===== src/rtl/prio_irq_pkg.sv =====
package prio_irq_pkg;
    localparam int unsigned SRC_N  = 128;
    localparam int unsigned GRP_W  = 32;
    localparam int unsigned PRIO_W = 8;
    localparam int unsigned KEY_W  = 4;
    localparam int unsigned ADDR_W = 8;
    localparam int unsigned DATA_W = 32;

    localparam int unsigned A_CTRL  = 0;
    localparam int unsigned A_PMASK = 1;
    localparam int unsigned A_WIN   = 2;

    // Register blocks are laid out back to back from word 16.
    function automatic int unsigned base_enset(int unsigned ngrp);
        base_enset = 16 + 0 * ngrp;
    endfunction
    function automatic int unsigned base_enclr(int unsigned ngrp);
        base_enclr = 16 + 1 * ngrp;
    endfunction
    function automatic int unsigned base_pend(int unsigned ngrp);
        base_pend = 16 + 2 * ngrp;
    endfunction
    function automatic int unsigned base_sec(int unsigned ngrp);
        base_sec = 16 + 3 * ngrp;
    endfunction
    function automatic int unsigned base_prio(int unsigned ngrp);
        base_prio = 16 + 4 * ngrp;
    endfunction
endpackage


===== src/rtl/irq_cfg_bank.sv =====
module irq_cfg_bank
    import prio_irq_pkg::*;
#(
    parameter int unsigned NUM_SRC = SRC_N,
    parameter int unsigned GW      = GRP_W,
    parameter int unsigned PW      = PRIO_W,
    parameter int unsigned AW      = ADDR_W,
    parameter int unsigned DW      = DATA_W
) (
    input  logic                        clk,
    input  logic                        rst_n,
    input  logic                        we,
    input  logic [AW-1:0]               addr,
    input  logic [DW-1:0]               wdata,
    output logic [NUM_SRC-1:0]          en_o,
    output logic [NUM_SRC-1:0]          sec_o,
    output logic [NUM_SRC-1:0][PW-1:0]  prio_o
);
    localparam int unsigned NGRP     = NUM_SRC / GW;
    localparam int unsigned PER_WORD = DW / PW;
    localparam int unsigned NWORD    = NUM_SRC / PER_WORD;
    localparam int unsigned B_SET    = base_enset(NGRP);
    localparam int unsigned B_CLR    = base_enclr(NGRP);
    localparam int unsigned B_SEC    = base_sec(NGRP);
    localparam int unsigned B_PRIO   = base_prio(NGRP);

    typedef struct packed {
        logic [NUM_SRC-1:0]         en;
        logic [NUM_SRC-1:0]         sec;
        logic [NUM_SRC-1:0][PW-1:0] prio;
    } bank_t;

    bank_t bank_d, bank_q;

    always_comb begin
        bank_d = bank_q;
        if (we) begin
            for (int g = 0; g < NGRP; g++) begin
                if (addr == AW'(B_SET + g))
                    bank_d.en[g*GW +: GW] = bank_q.en[g*GW +: GW] | wdata[GW-1:0];
                if (addr == AW'(B_CLR + g))
                    bank_d.en[g*GW +: GW] = bank_q.en[g*GW +: GW] & ~wdata[GW-1:0];
                if (addr == AW'(B_SEC + g))
                    bank_d.sec[g*GW +: GW] = wdata[GW-1:0];
            end
            for (int w = 0; w < NWORD; w++) begin
                if (addr == AW'(B_PRIO + w)) begin
                    for (int j = 0; j < PER_WORD; j++)
                        bank_d.prio[w*PER_WORD + j] = wdata[j*PW +: PW];
                end
            end
        end
    end

    always_ff @(posedge clk or negedge rst_n) begin
        if (!rst_n) bank_q <= '0;
        else        bank_q <= bank_d;
    end

    assign en_o   = bank_q.en;
    assign sec_o  = bank_q.sec;
    assign prio_o = bank_q.prio;
endmodule


===== src/rtl/irq_win_tree.sv =====
module irq_win_tree
    import prio_irq_pkg::*;
#(
    parameter int unsigned NUM_SRC = SRC_N,
    parameter int unsigned PW      = PRIO_W,
    parameter int unsigned KW      = KEY_W
) (
    input  logic [NUM_SRC-1:0]          req,
    input  logic [NUM_SRC-1:0][PW-1:0]  prio,
    output logic                        win_valid,
    output logic [$clog2(NUM_SRC)-1:0]  win_id,
    output logic [KW-1:0]               win_key
);
    // NUM_SRC must be a power of two: a full heap of comparators.
    localparam int unsigned ID_W  = $clog2(NUM_SRC);
    localparam int unsigned NODES = 2 * NUM_SRC - 1;

    typedef struct packed {
        logic            valid;
        logic [KW-1:0]   key;
        logic [ID_W-1:0] id;
    } cand_t;

    // Left operand always covers lower source numbers, so ties keep it.
    function automatic cand_t pick(cand_t lo, cand_t hi);
        if (lo.valid && (!hi.valid || lo.key <= hi.key)) pick = lo;
        else                                               pick = hi;
    endfunction

    cand_t heap [NODES];

    for (genvar k = 0; k < NUM_SRC; k++) begin : g_leaf
        assign heap[NUM_SRC - 1 + k].valid = req[k];
        assign heap[NUM_SRC - 1 + k].key   = prio[k][PW-1 -: KW];
        assign heap[NUM_SRC - 1 + k].id    = ID_W'(k);
    end

    for (genvar i = 0; i < NUM_SRC - 1; i++) begin : g_node
        assign heap[i] = pick(heap[2*i + 1], heap[2*i + 2]);
    end

    assign win_valid = heap[0].valid;
    assign win_id    = heap[0].valid ? heap[0].id  : '0;
    assign win_key   = heap[0].valid ? heap[0].key : '0;
endmodule


===== src/rtl/prio_irq_router.sv =====
module prio_irq_router
    import prio_irq_pkg::*;
#(
    parameter int unsigned NUM_SRC = SRC_N,
    parameter int unsigned GW      = GRP_W,
    parameter int unsigned PW      = PRIO_W,
    parameter int unsigned KW      = KEY_W,
    parameter int unsigned AW      = ADDR_W,
    parameter int unsigned DW      = DATA_W
) (
    input  logic               clk,
    input  logic               rst_n,
    input  logic [NUM_SRC-1:0] irq_src,
    input  logic [AW-1:0]      reg_addr,
    input  logic               reg_we,
    input  logic [DW-1:0]      reg_wdata,
    output logic [DW-1:0]      reg_rdata,
    output logic               irq_o,
    output logic               fiq_o
);
    localparam int unsigned NGRP     = NUM_SRC / GW;
    localparam int unsigned PER_WORD = DW / PW;
    localparam int unsigned NWORD    = NUM_SRC / PER_WORD;
    localparam int unsigned ID_W     = $clog2(NUM_SRC);
    localparam int unsigned B_SET    = base_enset(NGRP);
    localparam int unsigned B_CLR    = base_enclr(NGRP);
    localparam int unsigned B_PEND   = base_pend(NGRP);
    localparam int unsigned B_SEC    = base_sec(NGRP);
    localparam int unsigned B_PRIO   = base_prio(NGRP);

    typedef struct packed {
        logic          gen;
        logic          nsen;
        logic [PW-1:0] pmask;
        logic          irq;
        logic          fiq;
    } top_t;

    top_t st_d, st_q;

    logic [NUM_SRC-1:0]         en_v, sec_v, pend_v;
    logic [NUM_SRC-1:0][PW-1:0] prio_v;
    logic                       win_valid;
    logic [ID_W-1:0]            win_id;
    logic [KW-1:0]              win_key;
    logic [KW-1:0]              mask_key;

    irq_cfg_bank #(
        .NUM_SRC(NUM_SRC), .GW(GW), .PW(PW), .AW(AW), .DW(DW)
    ) u_bank (
        .clk    (clk),
        .rst_n  (rst_n),
        .we     (reg_we),
        .addr   (reg_addr),
        .wdata  (reg_wdata),
        .en_o   (en_v),
        .sec_o  (sec_v),
        .prio_o (prio_v)
    );

    assign pend_v   = irq_src & en_v;
    assign mask_key = st_q.pmask[PW-1 -: KW];

    irq_win_tree #(
        .NUM_SRC(NUM_SRC), .PW(PW), .KW(KW)
    ) u_tree (
        .req       (pend_v & sec_v),
        .prio      (prio_v),
        .win_valid (win_valid),
        .win_id    (win_id),
        .win_key   (win_key)
    );

    always_comb begin
        st_d = st_q;
        if (reg_we && reg_addr == AW'(A_CTRL)) begin
            st_d.gen = reg_wdata[0];
            if (reg_wdata[2]) st_d.nsen = reg_wdata[1];
        end
        if (reg_we && reg_addr == AW'(A_PMASK))
            st_d.pmask = reg_wdata[PW-1:0];
        st_d.irq = st_q.gen && st_q.nsen && win_valid && (win_key < mask_key);
        st_d.fiq = st_q.gen && |(pend_v & ~sec_v);
    end

    always_ff @(posedge clk or negedge rst_n) begin
        if (!rst_n) st_q <= '0;
        else        st_q <= st_d;
    end

    always_comb begin
        reg_rdata = '0;
        if (reg_addr == AW'(A_CTRL)) begin
            reg_rdata[0] = st_q.gen;
            reg_rdata[1] = st_q.nsen;
        end
        if (reg_addr == AW'(A_PMASK))
            reg_rdata[PW-1:0] = st_q.pmask;
        if (reg_addr == AW'(A_WIN)) begin
            reg_rdata[DW-1]     = win_valid;
            reg_rdata[ID_W-1:0] = win_id;
        end
        for (int g = 0; g < NGRP; g++) begin
            if (reg_addr == AW'(B_SET + g) || reg_addr == AW'(B_CLR + g))
                reg_rdata[GW-1:0] = en_v[g*GW +: GW];
            if (reg_addr == AW'(B_PEND + g))
                reg_rdata[GW-1:0] = pend_v[g*GW +: GW];
            if (reg_addr == AW'(B_SEC + g))
                reg_rdata[GW-1:0] = sec_v[g*GW +: GW];
        end
        for (int w = 0; w < NWORD; w++) begin
            if (reg_addr == AW'(B_PRIO + w)) begin
                for (int j = 0; j < PER_WORD; j++)
                    reg_rdata[j*PW +: PW] = prio_v[w*PER_WORD + j];
            end
        end
    end

    assign irq_o = st_q.irq;
    assign fiq_o = st_q.fiq;
endmodule


===== config.mk =====
export PLATFORM = sky130hd
export DESIGN_NAME = prio_irq_router
export DESIGN_NICKNAME = d
export VERILOG_FILES = /design/src/rtl/prio_irq_pkg.sv /design/src/rtl/irq_cfg_bank.sv /design/src/rtl/irq_win_tree.sv /design/src/rtl/prio_irq_router.sv
export SDC_FILE = /design/constraint.sdc
export NUM_CORES = 2
export LEC_CHECK = 0
export BUFFER_PORTS_ARGS = -buffer_cell sky130_fd_sc_hd__buf_2
export CAP_MARGIN = 40
export CORE_ASPECT_RATIO = 2
export CORE_MARGIN = 8
export CORE_UTILIZATION = 60
export CTS_CLUSTER_DIAMETER = 150
export DETAILED_ROUTE_END_ITERATION = 7
export PLACE_DENSITY = 0.77
export SYNTH_ARGS = -nofsm -noshare
export SYNTH_HDL_FRONTEND = slang
export SYNTH_HIERARCHICAL = 1
export SYNTH_SLANG_ARGS = --single-unit

===== constraint.sdc =====
create_clock -name clk -period 32.9 [get_ports clk]
set_clock_uncertainty 0.1 [all_clocks]
set_input_delay 9.87 -clock clk [delete_from_list [all_inputs] [get_ports clk]]
set_output_delay 9.87 -clock clk [all_outputs]
set_load 0.02 [all_outputs]

==> flow_summary_export.csv, run 1 <==
group,metric,value,unit
yosys,syn_inst,8353,
yosys,ys_async_sr_fraction,100.0,%
global_routing,grtUsageTotal,68.41,%
yosys,synth-edff-count,0,
global_routing,grt_pass1_vias,91250,
clock_tree,cts-buffers-inserted,116,
die,die_h,548.7,um
die,start_util,60.37,%
die,fp-row-count,195,
clock_tree,cts_max_level,3,
yosys,ys_warn_count,6,
die,io-pin-count,205,
placed_design,dp_cells,10280,
placed_design,place.gp.congestion,1.210,
outcome,failing_step,"global routing",
global_routing,grt_max_degree,195,
clock_tree,holdBufCountCts,0,
yosys,synth-seq-area-share,37.98,%
outcome,status,"stopped before the end",
yosys,syn-num-nets,9035,
global_routing,overflow,40,
clock_tree,post_cts_resized,48,
yosys,synth_cell_type_count,120,
outcome,firstError,"[ERROR GRT-0116] Global routing finished with congestion. Check the congestion regions in the DRC Viewer.",
global_routing,grt_first_pass_wirelength,747400,um
yosys,syn_avg_cell_area,10.19,um2
clock_tree,clockRootBuffer,"clkbuf_16",
placed_design,pre_cts_slack,-0.8681,ns
placed_design,dpl.hpwl,360500,um
die,dieWidth,282.4,um
clock_tree,cts_buffer_depth,3,
yosys,ys_seq_elements,1292,
yosys,netlist_area,85140,um2
clock_tree,cts_sinks,1292,
clock_tree,cts_setup_buffers,0,
placed_design,io_buffers,204,
yosys,ys.flop_type,"dfrtp_1",
-- cell families after synthesis --
kind of cell | synth area share (%)
buffers and inverters | 5.507
adders and majority gates | 7.510
muxes | 21.52
and+or+nand+nor | 10.35
AOI/OAI and AO/OA | 17.13
DFF | 37.98
-- layer usage --
| metal | GRT overflow | GRT usage (%) |
|---|---|---|
| met5 | 0 | 18.74 |
| met4 | 23 | 73.39 |
| met3 | 2 | 50.01 |
| met2 | 15 | 88.55 |
| met1 | 0 | 64.69 |
-- through the flow --
| step | utilization, % | TNS, ns | area, um2 | hold WS, ns |
|---|---|---|---|---|
| detailed placement | 63.84 | -2.319 | 90030 | 0.3718 |
| CTS | 66.91 | 0 | 94360 | 0.3879 |
| floorplan | - | 0 | 85140 | 0.3538 |
| global placement | 63.10 | -1.636 | 88990 | 0.3659 |
-- cells in the mapped netlist, types with 80 or more instances --
| cell | instances | area, um2 |
|---|---|---|
| a21oi_1 | 379 | 1897 |
| a221oi_1 | 80 | 700.7 |
| a22oi_1 | 114 | 855.8 |
| a31oi_1 | 182 | 1139 |
| a41oi_1 | 87 | 762.0 |
| and3_1 | 147 | 919.6 |
| buf_2 | 232 | 1161 |
| clkbuf_1 | 307 | 1152 |
| dfrtp_1 | 1292 | 32330 |
| ha_1 | 511 | 6394 |
| inv_1 | 525 | 1971 |
| mux2_2 | 1198 | 13490 |
| mux2i_1 | 386 | 3864 |
| nand2_1 | 437 | 1640 |
| nand3_1 | 109 | 545.5 |
| nand4_1 | 131 | 819.5 |
| nor2_1 | 319 | 1197 |
| nor2b_1 | 141 | 882.1 |
| o211ai_1 | 105 | 788.3 |
| o21ai_0 | 385 | 1927 |
| o22ai_1 | 204 | 1276 |
==> run 2, diff against run 1 <==
--- a/config.mk
+++ b/config.mk
@@ -7,12 +7,10 @@
 export LEC_CHECK = 0
 export BUFFER_PORTS_ARGS = -buffer_cell sky130_fd_sc_hd__buf_2
 export CAP_MARGIN = 40
-export CORE_ASPECT_RATIO = 2
 export CORE_MARGIN = 8
-export CORE_UTILIZATION = 60
-export CTS_CLUSTER_DIAMETER = 150
+export CORE_UTILIZATION = 40
 export DETAILED_ROUTE_END_ITERATION = 7
-export PLACE_DENSITY = 0.77
+export PLACE_DENSITY_LB_ADDON = 0.15
 export SYNTH_ARGS = -nofsm -noshare
 export SYNTH_HDL_FRONTEND = slang
 export SYNTH_HIERARCHICAL = 1
==> flow_summary_export.csv, run 2 <==
group,metric,value,unit
outcome,status,"finished with violations",
outcome,violations,"DRC",
die,fp-row-count,169,
yosys,yosysMostFrequentCell,"dfrtp_1",
power,power_switching,1333,uW
timing,final-hold-violation-count,0,
clock_tree,cts_sinks,1292,
die,die_h,477.3,um
power,clkPwrFrac,43.4,%
yosys,ys_async_sr_fraction,100.0,%
critical_path,worstPathMaxFanout,10,
final_layout,largest_reg_flops,1024,
yosys,synth_area_leader_cell,"dfrtp_1",
routing,drtPass1Iterations,8,
clock_tree,clockRootBuffer,"clkbuf_16",
placed_design,dpl.hpwl,345200,um
global_routing,use_met1,48.62,%
die,core,211900,um2
clock_tree,clk_latency,0.88,ns
global_routing,grt_util_met3,14.41,%
yosys,netlist_area,85140,um2
routing,via_per_inst,6.874,
power,p_per_area,44.61,nW/um2
yosys,netlist.area_leader.share,37.98,%
clock_tree,cts_tree,"done",
global_routing,busiest_layer,"met2",
die,dieWidth,477.3,um
critical_path,cp_common_cell,"buf_4",
placed_design,dp_cells,11160,
yosys,synth.top_cells.by_count,"1292 x dfrtp_1, 1198 x mux2_2, 525 x inv_1, 511 x ha_1, 437 x nand2_1",
routing,routed_wl,477100,um
final_layout,utilization,45.93,%
yosys,syn-num-nets,9035,
die,start_util,40.18,%
critical_path,critical_path.endpoint_type,"output pin",
critical_path,slowest_delay,0.50,ns
global_routing,grt_first_pass_wirelength,642900,um
yosys,synth_cell_type_count,120,
final_layout,areaGrowthSynthToFinish,14.32,%
placed_design,io_buffers,204,
die,io-pin-count,205,
global_routing,grt_max_degree,181,
power,swShare,30.70,%
critical_path,cp_slowest_cell,"and3_1",
timing,fmax,30.61,MHz
global_routing,antenna_found_initial,52,
timing,tightest_slew,1.140,ns
power,comb_power_share,15.8,%
global_routing,grtUsageTotal,39.88,%
timing,setup_viol_count_final,0,
timing,slew_viol_final,0,
routing,via_count,79070,
final_layout,fin_cells,11500,
power,peakVddDrop,50.20,uV
final_layout,layout_common_cells,"1292 x dfrtp_1, 1198 x mux2_2, 523 x inv_1",
final_layout,nets,9207,
critical_path,critPathLaunchType,"input port",
yosys,syn_inst,8353,
yosys,ys_seq_elements,1292,
global_routing,grt_pass1_vias,75570,
routing,drt_iter0_markers,11230,
final_layout,drive_gt1_share,28.78,%
power,p_leak,0.04537,uW
critical_path,path_class,"input port to output pin",
power,p_int,3008,uW
yosys,ys.flop_type,"dfrtp_1",
yosys,syn_avg_cell_area,10.19,um2
yosys,ys_warn_count,6,
timing,period_needed,32.67,ns
timing,finalCritPeriodShare,99.30,%
yosys,synth-seq-area-share,37.98,%
job,cap_viol_max_count,0,
routing,drtAntennaViolNets,0,
clock_tree,clk_pin_slew,0.06,ns
clock_tree,cts-buffers-inserted,159,
global_routing,grt_use_met2,56.55,%
routing,drc_errors,36,
yosys,synth-edff-count,0,
global_routing,overflow,0,
die,die_area,227900,um2
final_layout,final_common_cell,"dfrtp_1",
yosys,yosys-top-cells-area,"dfrtp_1 38%, mux2_2 16%, ha_1 7.5%",
min_path,hold_depth,1,
clock_tree,cts_max_level,4,
timing,maxSlewHeadroom,23.98,%
min_path,hold_class,"flop to flop",
placed_design,place.gp.congestion,1.116,
critical_path,critPathArrivalTime,22.70,ns
critical_path,rr_worst_depth,53,
power,seqPwrFrac,40.7,%
critical_path,crit_required,22.93,ns
clock_tree,cts_buffer_depth,3,
routing,wl_per_cell,41.47,um
clock_tree,holdBufCountCts,0,
[run 2: cell counts after synthesis]
No cell type changed its count.
[run 2: path summary, 6_finish.rpt]
kind                                     from            endpoint  slack [ns]
max in group asynchronous               rst_n  u_bank/prio_o[704]       20.42
hold / removal             u_bank/prio_o[259]  u_bank/prio_o[259]        0.39
setup reg to reg           u_bank/prio_o[605]               irq_o       19.96
setup / recovery                  irq_src[58]        reg_rdata[1]        0.23
hold reg to reg            u_bank/prio_o[259]  u_bank/prio_o[259]        0.39
min in group asynchronous               rst_n   u_bank/prio_o[46]        8.85
[run 2: cell type report]
class                           instances  area (um2)
Clock inverter                         63       883.3
Tap cell                             2821        3530
Fill cell                           20060      114600
Timing Repair Buffer                  608        4679
Multi-Input combinational cell       5939       49230
Inverter                              525        1971
Antenna cell                           27       67.56
Clock buffer                          229        4633
Sequential cell                      1292       32330
[run 2: per-layer routing]
metal / wire [um] / share of wire, %
met2: 194400 / 41
met3: 56850 / 12
met4: 47790 / 10
met5: 117 / 0.025
met1: 177900 / 37
[run 2: kinds of logic after synthesis]
kind of cell    after synthesis  synth area share [%]
mux                        1661                 21.52
flops                      1292                 37.98
fa+ha+maj                   511                 7.510
compound gates             2130                 17.13
buf+inv                    1123                 5.507
simple gates               1636                 10.35
[run 2: per-stage QoR]
step	hold slack (ns)	total power (uW)	TNS (ns)	setup WS [ns]	instance area, um2
3_3_place_gp	0.3683	2411	-1.747	-0.5936	89610
4_1_cts	0.3905	4307	0	0.06580	96300
2_1_floorplan	0.3538	2110	0	1.911	85140
6_report	0.3936	4341	0	0.2311	97320
5_1_grt	0.4047	4452	-0.2683	-0.1498	97260
3_5_place_dp	0.3705	2432	-1.077	-0.4867	90710
[run 2: power groups by stage]
stage	Sequential, uW	Combinational (uW)	Clock [uW]
after global routing	1770	715	1960
after detailed placement	1790	642	0
after floorplan	1750	364	0
after global placement	1790	623	0
final	1770	687	1890
after CTS	1760	647	1900
[run 2: critical path: cells and delay by family]
family	cells	cell delay, ns
AO/OA/AOI/OAI	26	5.32
adder cells (fa/ha/maj)	6	1.86
buffers and inverters	9	1.71
multiplexers	3	1.09
AND/OR/NAND/NOR	14	2.82
[run 2: repair_timing]
item / CTS / global route
gates cloned: 0 / 1
pin swaps: 0 / 7
setup endpoints to repair: 4 / 7
resized for setup: 18 / 233
buffers inserted: 0 / 15
Power figures use the tool's default switching activity.
